File: src/rtl/sup_pkg.sv
// Shared types for the regulator supervisor.
// Assumes nothing beyond a common state encoding used by all channels.
package sup_pkg;
    typedef enum logic [2:0] {
        ST_OFF  = 3'd0,
        ST_SOFT = 3'd1,
        ST_RUN  = 3'd2,
        ST_CROW = 3'd3,
        ST_LOCK = 3'd4
    } sup_state_e;
endpackage

File: src/rtl/sup_chip_gate.sv
// Chip-level power gate: supply hysteresis and over-temperature trip.
// Assumes the comparator flags are already synchronous to clk.
module sup_chip_gate (
    input  logic clk,
    input  logic rst_n,
    input  logic supply_up_i,
    input  logic supply_dn_i,
    input  logic temp_hot_i,
    input  logic temp_cool_i,
    output logic alive_o
);
    logic supply_ok_q;
    logic ot_trip_q;

    // Supply hysteresis: the falling flag wins over the rising flag.
    always_ff @(posedge clk) begin
        if (!rst_n)           supply_ok_q <= 1'b0;
        else if (supply_dn_i) supply_ok_q <= 1'b0;
        else if (supply_up_i) supply_ok_q <= 1'b1;
    end

    // Over-temperature trip: set on hot, cleared only on cool.
    always_ff @(posedge clk) begin
        if (!rst_n)           ot_trip_q <= 1'b0;
        else if (temp_hot_i)  ot_trip_q <= 1'b1;
        else if (temp_cool_i) ot_trip_q <= 1'b0;
    end

    // Chip power is up only with a good supply and no thermal trip.
    always_comb alive_o = supply_ok_q && !ot_trip_q;

    assert_hot_kills_R9: assert property (@(posedge clk) disable iff (!rst_n)
        temp_hot_i |=> !alive_o);
    assert_supply_drop_R2: assert property (@(posedge clk) disable iff (!rst_n)
        supply_dn_i |=> !alive_o);
endmodule

File: src/rtl/sup_edge.sv
// Rising-edge detector for a level input sampled every clock.
// Assumes the input is synchronous to clk.
module sup_edge (
    input  logic clk,
    input  logic rst_n,
    input  logic lvl_i,
    output logic rise_o
);
    logic lvl_q;

    // Remember the previous sampled level.
    always_ff @(posedge clk) begin
        if (!rst_n) lvl_q <= 1'b0;
        else        lvl_q <= lvl_i;
    end

    // Rise when the level is high now and was low on the previous edge.
    always_comb rise_o = lvl_i && !lvl_q;
endmodule

File: src/rtl/sup_channel.sv
// One regulator channel: soft-start sequencing, run, over-voltage crowbar
// and under-voltage latch-off. Assumes alive_i already folds in supply and
// temperature; all flags are synchronous to clk.
module sup_channel
    import sup_pkg::*;
(
    input  logic clk,
    input  logic rst_n,
    input  logic alive_i,
    input  logic en_i,
    input  logic ss_ref_i,
    input  logic ss_pg_i,
    input  logic out_win_i,
    input  logic out_ovp_i,
    input  logic out_uvp_i,
    output logic reg_en_o,
    output logic force_pwm_o,
    output logic force_ls_o,
    output logic pg_pull_low_o,
    output logic ss_restart_o
);
    sup_state_e state_q, state_d;
    sup_state_e ret_q, ret_d;
    logic       restart_q, restart_d;
    logic       en_rise;

    sup_edge u_en_edge (
        .clk    (clk),
        .rst_n  (rst_n),
        .lvl_i  (en_i),
        .rise_o (en_rise)
    );

    // Next-state selection; crowbar outranks normal drive in non-off states.
    always_comb begin
        state_d = state_q;
        ret_d   = ret_q;
        if (!alive_i) begin
            state_d = ST_OFF;
        end else begin
            case (state_q)
                ST_OFF: if (en_i) state_d = ST_SOFT;
                ST_SOFT: begin
                    if (out_ovp_i) begin
                        state_d = ST_CROW;
                        ret_d   = ST_SOFT;
                    end else if (!en_i)            state_d = ST_OFF;
                    else if (ss_ref_i && ss_pg_i)  state_d = ST_RUN;
                end
                ST_RUN: begin
                    if (out_ovp_i) begin
                        state_d = ST_CROW;
                        ret_d   = ST_RUN;
                    end else if (!en_i)   state_d = ST_OFF;
                    else if (out_uvp_i)   state_d = ST_LOCK;
                end
                ST_CROW: begin
                    if (!out_ovp_i) begin
                        if (ret_q == ST_LOCK) state_d = ST_LOCK;
                        else if (!en_i)       state_d = ST_OFF;
                        else                  state_d = ret_q;
                    end
                end
                ST_LOCK: begin
                    if (out_ovp_i) begin
                        state_d = ST_CROW;
                        ret_d   = ST_LOCK;
                    end else if (en_rise) state_d = ST_SOFT;
                end
                default: state_d = ST_OFF;
            endcase
        end
        restart_d = (state_d == ST_SOFT) &&
                    ((state_q == ST_OFF) || (state_q == ST_LOCK));
    end

    // State, return-state and restart-pulse registers.
    always_ff @(posedge clk) begin
        if (!rst_n) begin
            state_q   <= ST_OFF;
            ret_q     <= ST_OFF;
            restart_q <= 1'b0;
        end else begin
            state_q   <= state_d;
            ret_q     <= ret_d;
            restart_q <= restart_d;
        end
    end

    // Output decode from the current state.
    always_comb begin
        reg_en_o      = (state_q == ST_SOFT) || (state_q == ST_RUN) ||
                        ((state_q == ST_CROW) && (ret_q != ST_LOCK));
        force_pwm_o   = (state_q == ST_SOFT);
        force_ls_o    = (state_q == ST_CROW);
        pg_pull_low_o = !((state_q == ST_RUN) && out_win_i);
        ss_restart_o  = restart_q;
    end

    assert_crowbar_R6: assert property (@(posedge clk) disable iff (!rst_n)
        (alive_i && state_q != ST_OFF && out_ovp_i) |=> force_ls_o);
    assert_uv_latch_R7: assert property (@(posedge clk) disable iff (!rst_n)
        (alive_i && state_q == ST_RUN && en_i && !out_ovp_i && out_uvp_i)
        |=> (state_q == ST_LOCK && !reg_en_o));
    assert_latch_hold_R8: assert property (@(posedge clk) disable iff (!rst_n)
        (alive_i && state_q == ST_LOCK && !out_ovp_i && !en_rise)
        |=> (state_q == ST_LOCK));
    assert_off_pg_R5: assert property (@(posedge clk) disable iff (!rst_n)
        !reg_en_o |-> pg_pull_low_o);
    assert_restart_in_soft_R2: assert property (@(posedge clk) disable iff (!rst_n)
        ss_restart_o |-> force_pwm_o);
    assert_power_loss_R3: assert property (@(posedge clk) disable iff (!rst_n)
        !alive_i |=> !reg_en_o && !force_ls_o);
endmodule

File: src/rtl/reg_prot_supervisor.sv
// Top: one shared chip gate and NUM_CH independent channel supervisors.
// Assumes all flags come from synchronised comparators.
module reg_prot_supervisor #(
    parameter int NUM_CH = 2
) (
    input  logic              clk,
    input  logic              rst_n,
    input  logic              supply_up_i,
    input  logic              supply_dn_i,
    input  logic              temp_hot_i,
    input  logic              temp_cool_i,
    input  logic [NUM_CH-1:0] en_i,
    input  logic [NUM_CH-1:0] ss_ref_i,
    input  logic [NUM_CH-1:0] ss_pg_i,
    input  logic [NUM_CH-1:0] out_win_i,
    input  logic [NUM_CH-1:0] out_ovp_i,
    input  logic [NUM_CH-1:0] out_uvp_i,
    output logic [NUM_CH-1:0] reg_en_o,
    output logic [NUM_CH-1:0] force_pwm_o,
    output logic [NUM_CH-1:0] force_ls_o,
    output logic [NUM_CH-1:0] pg_pull_low_o,
    output logic [NUM_CH-1:0] ss_restart_o
);
    logic alive;

    sup_chip_gate u_gate (
        .clk         (clk),
        .rst_n       (rst_n),
        .supply_up_i (supply_up_i),
        .supply_dn_i (supply_dn_i),
        .temp_hot_i  (temp_hot_i),
        .temp_cool_i (temp_cool_i),
        .alive_o     (alive)
    );

    for (genvar c = 0; c < NUM_CH; c++) begin : g_ch
        sup_channel u_ch (
            .clk           (clk),
            .rst_n         (rst_n),
            .alive_i       (alive),
            .en_i          (en_i[c]),
            .ss_ref_i      (ss_ref_i[c]),
            .ss_pg_i       (ss_pg_i[c]),
            .out_win_i     (out_win_i[c]),
            .out_ovp_i     (out_ovp_i[c]),
            .out_uvp_i     (out_uvp_i[c]),
            .reg_en_o      (reg_en_o[c]),
            .force_pwm_o   (force_pwm_o[c]),
            .force_ls_o    (force_ls_o[c]),
            .pg_pull_low_o (pg_pull_low_o[c]),
            .ss_restart_o  (ss_restart_o[c])
        );
    end

    assert_crowbar_no_pwm_R6: assert property (@(posedge clk) disable iff (!rst_n)
        (force_ls_o & force_pwm_o) == '0);
endmodule

File: config.mk
export PLATFORM = sky130hd
export DESIGN_NAME = reg_prot_supervisor
export DESIGN_NICKNAME = d
export VERILOG_FILES = /design/src/rtl/sup_pkg.sv /design/src/rtl/sup_chip_gate.sv /design/src/rtl/sup_edge.sv /design/src/rtl/sup_channel.sv /design/src/rtl/reg_prot_supervisor.sv
export SDC_FILE = /design/constraint.sdc
export NUM_CORES = 1
export LEC_CHECK = 0
export CAP_MARGIN = 10
export CORE_UTILIZATION = 45
export DETAILED_ROUTE_END_ITERATION = 10
export PLACE_DENSITY_LB_ADDON = 0.3
export SETUP_SLACK_MARGIN = 0.02
export SLEW_MARGIN = 20
export SYNTH_ARGS = -nofsm -noshare
export SYNTH_HDL_FRONTEND = slang
export SYNTH_SLANG_ARGS = --single-unit
File: constraint.sdc
create_clock -name clk -period 1.5 [get_ports clk]
set_clock_uncertainty 0.15 [all_clocks]
set_input_delay 0.3 -clock clk [delete_from_list [all_inputs] [get_ports clk]]
set_output_delay 0.3 -clock clk [all_outputs]
set_load 0.02 [all_outputs]
* After elaboration in Yosys (flattened, before gate mapping)
Index checks and enable logic that the tools add are counted. W data, S select, Z words.
Word-level totals: flip-flop bits (word level) 18, input port bits 18, logic and storage cells 99
Cells by class: equality and inequality tests 20, multiplexer cells 38, bitwise operators 1, reductions and logical operators 30
Operator list (count):
- $mux W3 | 32
- $pmux W3 S5 | 2
- $pmux W3 S3 | 2
- $eq A3 B1 Y1 const B | 4
- $eq A3 B2 Y1 const B | 4
- $eq A3 B3 Y1 const B | 4
- $ne A2 B2 Y1 const B | 6
- $logic_and A1 B1 Y1 | 11
- $reduce_and A5 Y1 | 2
- $logic_not A3 Y1 | 2
- $logic_or A1 B1 Y1 | 6
- $ne A3 B3 Y1 const B | 2
- $reduce_bool A3 Y1 | 2
- $logic_not A1 Y1 | 5
- $mux W1 | 2
- $reduce_bool A2 Y1 | 1
- $reduce_or A2 Y1 | 1
- $not A1 Y1 | 1

* Longest topological paths before layout
Gate-level depths: netlist of the first run.
depth in word-level cells 8, depth in mapped cells 5, mapped depth without buffers 4

* Hierarchy
Synthesis of the first run repeated with hierarchy kept, for this count alone.
Second synthesis, totals: cells, all modules 144, area, all modules 1222.4 um^2
By module, submodules not included:
- sup_channel (g_ch[1].u_ch) | instances 1, cells an instance 65, area each 531.8 um^2, seq. area each 140.1 um^2
- sup_channel (g_ch[0].u_ch) | instances 1, cells an instance 66, area each 529.3 um^2, seq. area each 140.1 um^2
- sup_chip_gate | instances 1, cells an instance 7, area each 81.3 um^2, seq. area each 40.0 um^2
- sup_edge | instances 2, cells an instance 3, area each 40.0 um^2, seq. area each 20.0 um^2

* Least setup slack after synthesis of the first run
Ideal clock, no wire load.
path type register -> output, start point register g_ch[1].u_ch.state_q[1], end point output reg_en_o[1], data arrival time 1051 ps, data required time 1050 ps, setup slack -1 ps, cell stages (with the launch flop) 5, path buffers 2, path through dfxtp_1 -> buf_2 -> nor2_1 -> a311oi_1 -> buf_4
On the way: cells in the longest elaborated chain, start to end 3, elaborated cells on any way between the ends 6
Ends and longest elaborated chain:
- from (decl) | line sup_channel.sv:22 | sup_state_e state_q, state_d;
- from (signal assigned) | line sup_channel.sv:84 | state_q <= state_d;
- $eq A3 B1 Y1, or another cell as far along | line sup_channel.sv:92 | reg_en_o = (state_q == ST_SOFT) || (state_q == ST_RUN) ||
- $logic_or A1 B1 Y1 or $logic_and A1 B1 Y1 (tied branches) | line sup_channel.sv:92, sup_channel.sv:93
- $logic_or A1 B1 Y1 (*) | line sup_channel.sv:92
- to (decl) | line reg_prot_supervisor.sv:18 | output logic [NUM_CH-1:0] reg_en_o,
Every way passes the cells marked *; elsewhere a longest branch is shown, timed or not.

* Worst setup path after layout of the first run
start point register g_ch[0].u_ch.state_q[1], end point register g_ch[0].u_ch.state_q[2]
On the way: cells in the longest elaborated chain, start to end 3, elaborated cells on any way between the ends 7
Ends and longest elaborated chain:
- from (decl) | line sup_channel.sv:22
- from (signal assigned) | line sup_channel.sv:84
- $eq A3 B3 Y1, or another cell as far along | line sup_channel.sv:41 | case (state_q)
- $pmux W3 S5 (*) | line sup_channel.sv:41
- $mux W3 (*) | line sup_channel.sv:38 | if (!alive_i) begin
Marks and branches as above. A chain may end at the register's enable or synchronous reset.

==> flow_summary.json, run 1 <==
{
  "async_flop_share_pct": 0,
  "hp-class": "primary input to flop",
  "power.density_nw_per_um2": 460,
  "finalNetCount": 227,
  "fillers": 156,
  "wl_um": 4470,
  "synthCells": 151,
  "cts_root_buffer": "clkbuf_4",
  "arrival_ns": 1.87,
  "numCtsBuffers": 3,
  "synth_seq_cells": 18,
  "synth_edf_count": 0,
  "critPathMaxFanout": 5,
  "rsz0062_at_grt": "true",
  "grt_max_degree": 18,
  "drv_cap": 0,
  "cts_max_level": 1,
  "fin_cells": 237,
  "drt_iter0_drc": 44,
  "dr.pass1.iters": 5,
  "end_kind": "flop",
  "fin_crit_sh_pct": 119,
  "cts.path.max_buffers": 2,
  "worstMarginPinSlew_ns": 0.411,
  "wire_per_inst_um": 18.9,
  "cts_tree": "yes",
  "syn_to_final_growth_pct": 67.4,
  "p_total_mw": 0.949,
  "final_core_util_pct": 81.8,
  "cts_sinks": 18,
  "grt-ovfl-total": 0,
  "synth_warnings": 0,
  "crit_type": "flop to flop",
  "drv_slew": 0,
  "fp-row-count": 18,
  "hold_viol_final": 0,
  "maxSlewHeadroom_pct": 72.6,
  "startpoint_type": "flop",
  "post-dp-hpwl_um": 2460,
  "hold_buffers": 0,
  "dieArea_um2": 2950,
  "grt_pass1_vias": 1259,
  "die_h_um": 54.3,
  "grt_usage_pct": 27.7,
  "p_leak_nw": 0.830,
  "dp_cells": 223,
  "grt_first_pass_wirelength_um": 5730,
  "port_buffers": 27,
  "ios": 28,
  "final_area_um2": 2060,
  "dieWidth_um": 54.3,
  "vias_per_cell": 6.00,
  "clock_latency_ns": 0.30,
  "setup_viol": 14,
  "drive_gt1_share_pct": 45.9,
  "antenna_found_initial": 0,
  "initial_core_util_pct": 48.9,
  "synth_area_um2": 1230,
  "vias": 1422,
  "ant_nets": 0,
  "diodes": 0,
  "fmax_mhz": 560,
  "gp_congestion": 0.930,
  "period_needed_ns": 1.78,
  "ys_dominant_reg_cell": "dfxtp_1",
  "timing.hold.ws_ns": 0.329,
  "ys_seq_area_share_pct": 29.2,
  "peakVddDrop_mv": 0.635,
  "placed_area_um2": 1680,
  "avgSynthCellArea_um2": 8.16,
  "synthesis.nets": 169,
  "drc_errors": 0,
  "status": "finished with violations",
  "clkTransAtPathRegs_ns": 0.10,
  "setup_ws_ns": -0.284,
  "yosysUniqueCellTypes": 47,
  "coreArea_um2": 2520,
  "cp.required_ns": 1.59,
  "violations": "setup timing"
}
per-layer routing:
layer | part of all wire, % | vias to the layer above | global-route usage [%]
met3 | 5.5 | 14 | 6.11
met2 | 48 | 60 | 45.5
met5 | 0 | - | 0
li1 | - | 659 | -
met4 | 3.0 | 0 | 9.40
met1 | 43 | 689 | 35.3
critical path, stage by stage (launching register included):
cell       delay [ns]
dfxtp_4          0.40
buf_6            0.11
nor2b_4          0.15
buf_6            0.10
o211ai_1         0.12
a2111oi_4        0.45
and2_1           0.23
synth_stat cells (2+ instances only):
cell type | count | area (um2)
nor4bb_1 | 2 | 20.0
nor2b_1 | 7 | 43.8
nand3b_1 | 5 | 37.5
a21o_1 | 4 | 30.0
nand2b_1 | 2 | 12.5
o31ai_1 | 4 | 30.0
a21oi_1 | 8 | 40.0
buf_4 | 10 | 75.1
o21a_1 | 2 | 15.0
a31oi_1 | 5 | 31.3
inv_1 | 4 | 15.0
a311oi_1 | 2 | 17.5
buf_2 | 6 | 30.0
nor3b_1 | 2 | 15.0
nand2_1 | 5 | 18.8
xnor2_1 | 2 | 17.5
clkbuf_1 | 4 | 15.0
and2b_1 | 2 | 15.0
nor3_1 | 4 | 20.0
nor2_1 | 7 | 26.3
o21ai_0 | 12 | 60.1
a21boi_0 | 2 | 15.0
and2_1 | 9 | 56.3
dfxtp_1 | 18 | 360
cells in the final DEF, fill, tap and decap left out, types with 3 or more instances in the layout:
cell	n
buf_4	37
clkdlybuf4s50_1	14
buf_6	14
dfxtp_1	10
and2_1	8
nor2_1	6
o21ai_0	6
nand3b_1	5
a31oi_1	5
o21ai_1	5
a21oi_1	5
dfxtp_4	5
inv_1	4
a21o_1	4
nor2b_1	4
nand2_1	4
dlygate4sd2_1	4
nor2b_4	3
nor3_1	3
o31ai_1	3
clkbuf_4	3
dfxtp_2	3
state kept, by name (all words and copies together) (netlist names):
signal	count
g_ch.u_ch.ret_q	6
g_ch.u_ch.state_q	6
g_ch.u_ch.ss_restart_o	2
g_ch.u_ch.u_en_edge.lvl_q	2
u_gate.ot_trip_q	1
u_gate.supply_ok_q	1
path summary, 6_finish.rpt:
| kind | end | start | cells past startpoint | slack, ns |
|---|---|---|---|---|
| max reg2reg | g_ch[0].u_ch.state_q[2]$_SDFF_PN0_ | g_ch[0].u_ch.state_q[1]$_SDFF_PN0_ | 6 | -0.28 |
| min | g_ch[1].u_ch.u_en_edge.lvl_q$_SDFF_PN0_ | en_i[1] | 2 | 0.33 |
| max | g_ch[0].u_ch.state_q[2]$_SDFF_PN0_ | g_ch[0].u_ch.state_q[1]$_SDFF_PN0_ | 6 | -0.28 |
| min reg2reg | u_gate.supply_ok_q$_SDFFE_PP0P_ | u_gate.supply_ok_q$_SDFFE_PP0P_ | 2 | 0.40 |
cells by family after synthesis:
group                     count (synthesis)  synth area share [%]
muxes                                     1                 0.914
buffers and inverters                    24                  11.0
xor gates and xnor gates                  2                  1.42
AOI/OAI and AO/OA                        51                  28.9
DFF                                      18                  29.2
and+or+nand+nor                          55                  28.5
through the flow:
stage	setup slack, ns	setup TNS [ns]
6_report	-0.284	-1.77
5_1_grt	-0.328	-2.44
4_1_cts	-0.194	-1.43
3_5_place_dp	-0.444	-6.97
3_3_place_gp	-0.375	-6.08
2_1_floorplan	0.0290	0
timing repair:
item / in CTS / in global routing
pin swaps: 17 / 19
endpoints found under the setup margin: 23 / 21
gates resized for setup: 93 / 28
setup buffers: 8 / 3
final cells by class:
type	instances	area, um2	share of cell area, %
clock buffers	3	22.5	1.09
multi-input cells	109	942	45.7
repair buffers	73	663	32.1
well taps	30	37.5	1.82
inverters	4	15.0	0.728
flip-flops and latches	18	383	18.6
where the power goes:
part	internal (mW)	leakage (nW)	total, mW	switching, mW
clock	0.0939	0.0138	0.245	0.151
combinational	0.119	0.665	0.211	0.0917
sequential	0.481	0.151	0.493	0.0114
Power figures use the tool's default switching activity.
==> run 2: changes to the inputs <==
MAX_ROUTING_LAYER = met4   (was unset)
SLEW_MARGIN = 10   (was 20)
==> flow_summary.json, run 2 (synthesized netlist as in run 1, its figures left out) <==
{
  "fmax_mhz": 557,
  "violations": "setup timing",
  "ios": 28,
  "drc_errors": 0,
  "drive_gt1_share_pct": 49.1,
  "cts.path.max_buffers": 2,
  "crit_type": "flop to flop",
  "worstMarginPinSlew_ns": 0.516,
  "critPathMaxFanout": 5,
  "numCtsBuffers": 3,
  "cts_root_buffer": "clkbuf_4",
  "arrival_ns": 1.87,
  "startpoint_type": "flop",
  "power.density_nw_per_um2": 447,
  "p_leak_nw": 0.904,
  "drv_slew": 0,
  "port_buffers": 27,
  "grt_first_pass_wirelength_um": 6200,
  "fin_crit_sh_pct": 120,
  "fp-row-count": 18,
  "rsz0062_at_grt": "true",
  "dr.pass1.iters": 5,
  "final_cell_mix": "buf_4 (41), buf_6 (21), clkdlybuf4s50_1 (13)",
  "clock_latency_ns": 0.30,
  "setup_ws_ns": -0.295,
  "finalNetCount": 236,
  "largestRegisters": "g_ch.u_ch.ret_q (6), g_ch.u_ch.state_q (6)",
  "end_kind": "flop",
  "initial_core_util_pct": 48.9,
  "path_cells": "buf_6 > or2_4 > a221oi_2 > o2111a_2 > nor4b_4",
  "cts_sinks": 18,
  "layout_commonest_cell": "buf_4",
  "gp_congestion": 0.953,
  "p_total_mw": 0.962,
  "vias_per_cell": 6.27,
  "clkTransAtPathRegs_ns": 0.10,
  "coreArea_um2": 2520,
  "grt_usage_pct": 30.4,
  "drt_iter0_drc": 84,
  "maxSlewHeadroom_pct": 65.6,
  "status": "finished with violations",
  "peakVddDrop_mv": 0.636,
  "cts_max_level": 1,
  "cts_tree": "yes",
  "setup_viol": 19,
  "dieArea_um2": 2950,
  "final_core_util_pct": 85.4,
  "cpPeakStageDelay_ns": 0.38,
  "grt_max_degree": 18,
  "slowest_stage": "dfxtp_4",
  "ant_nets": 0,
  "grt-ovfl-total": 0,
  "period_needed_ns": 1.80,
  "syn_to_final_growth_pct": 74.7,
  "wl_um": 5360,
  "antenna_found_initial": 0,
  "hold_viol_final": 0,
  "die_h_um": 54.3,
  "cp.required_ns": 1.57,
  "post-dp-hpwl_um": 2480,
  "dieWidth_um": 54.3,
  "drv_cap": 0,
  "grt_pass1_vias": 1376,
  "wire_per_inst_um": 21.8,
  "vias": 1542,
  "hp-class": "primary input to flop",
  "diodes": 0,
  "hold_buffers": 0
}
## run 2: cell types whose count changed in the layout (fill, tap and decap cells not counted), moves of 2 or more
cell / change
and2b_1: +2
and2b_2: -2
buf_4: +4
buf_6: +7
o21ai_1: -2
## run 2: worst paths after layout
path,start,end,slack [ns],depth (start not counted)
max,g_ch[0].u_ch.state_q[0]$_SDFF_PN0_,g_ch[0].u_ch.ss_restart_o$_SDFF_PN0_,-0.30,5
min,en_i[1],g_ch[1].u_ch.u_en_edge.lvl_q$_SDFF_PN0_,0.35,2
max reg2reg,g_ch[0].u_ch.state_q[0]$_SDFF_PN0_,g_ch[0].u_ch.ss_restart_o$_SDFF_PN0_,-0.30,5
min reg2reg,u_gate.supply_ok_q$_SDFFE_PP0P_,u_gate.supply_ok_q$_SDFFE_PP0P_,0.41,2
## run 2: metrics by stage
| step | hold slack, ns | setup WS (ns) | std cells | instance area [um2] | setup TNS, ns |
|---|---|---|---|---|---|
| finish | 0.353 | -0.295 | 246 | 2150 | -2.53 |
| global route | 0.349 | -0.482 | 246 | 2150 | -3.61 |
| CTS | 0.381 | -0.203 | 241 | 1980 | -1.26 |
| detailed placement | 0.428 | -0.441 | 224 | 1690 | -6.56 |
| global placement | 0.398 | -0.381 | 224 | 1690 | -5.90 |
| floorplan | 0.226 | 0.0290 | 151 | 1240 | 0 |
## run 2: final cells by class
| cell class | count | area, um2 |
|---|---|---|
| Clock buffer | 3 | 22.5 |
| Fill cell | 124 | 369 |
| Inverter | 4 | 15.0 |
| Multi-Input combinational cell | 109 | 960 |
| Sequential cell | 18 | 379 |
| Tap cell | 30 | 37.5 |
| Timing Repair Buffer | 82 | 739 |
## run 2: worst max-delay path, delay by kind of cell, from the launching register on
family	cells	cell delay, ns
AOI/OAI and AO/OA	2	0.60
buffers and inverters	1	0.13
DFF	1	0.38
and+or+nand+nor	2	0.45
## run 2: report_power, final
part | leakage [nW] | internal, mW | total (mW) | switching (mW)
Combinational | 0.739 | 0.121 | 0.223 | 0.102
Sequential | 0.151 | 0.483 | 0.494 | 0.0109
Clock | 0.0138 | 0.0936 | 0.245 | 0.151
Total | 0.904 | 0.698 | 0.962 | 0.264
## run 2: what timing repair did
action                                  4_1_cts  5_1_grt
endpoints found under the setup margin       23       21
pin swaps                                    25       11
setup buffers                                15        6
resized for setup                           102       26
## run 2: per-layer routing
layer / routed length [um] / GRT usage, %
met5: 0 / -
met4: 201 / 11.1
met3: 369 / 7.22
met2: 2680 / 50.6
met1: 2110 / 35.2
==> run 3: changes to the inputs <==
CAP_MARGIN = unset   (was 10)
SLEW_MARGIN = 0   (was 10)
==> results of run 3 <==
Final layout, timing and power as in run 2 (identical DEF).
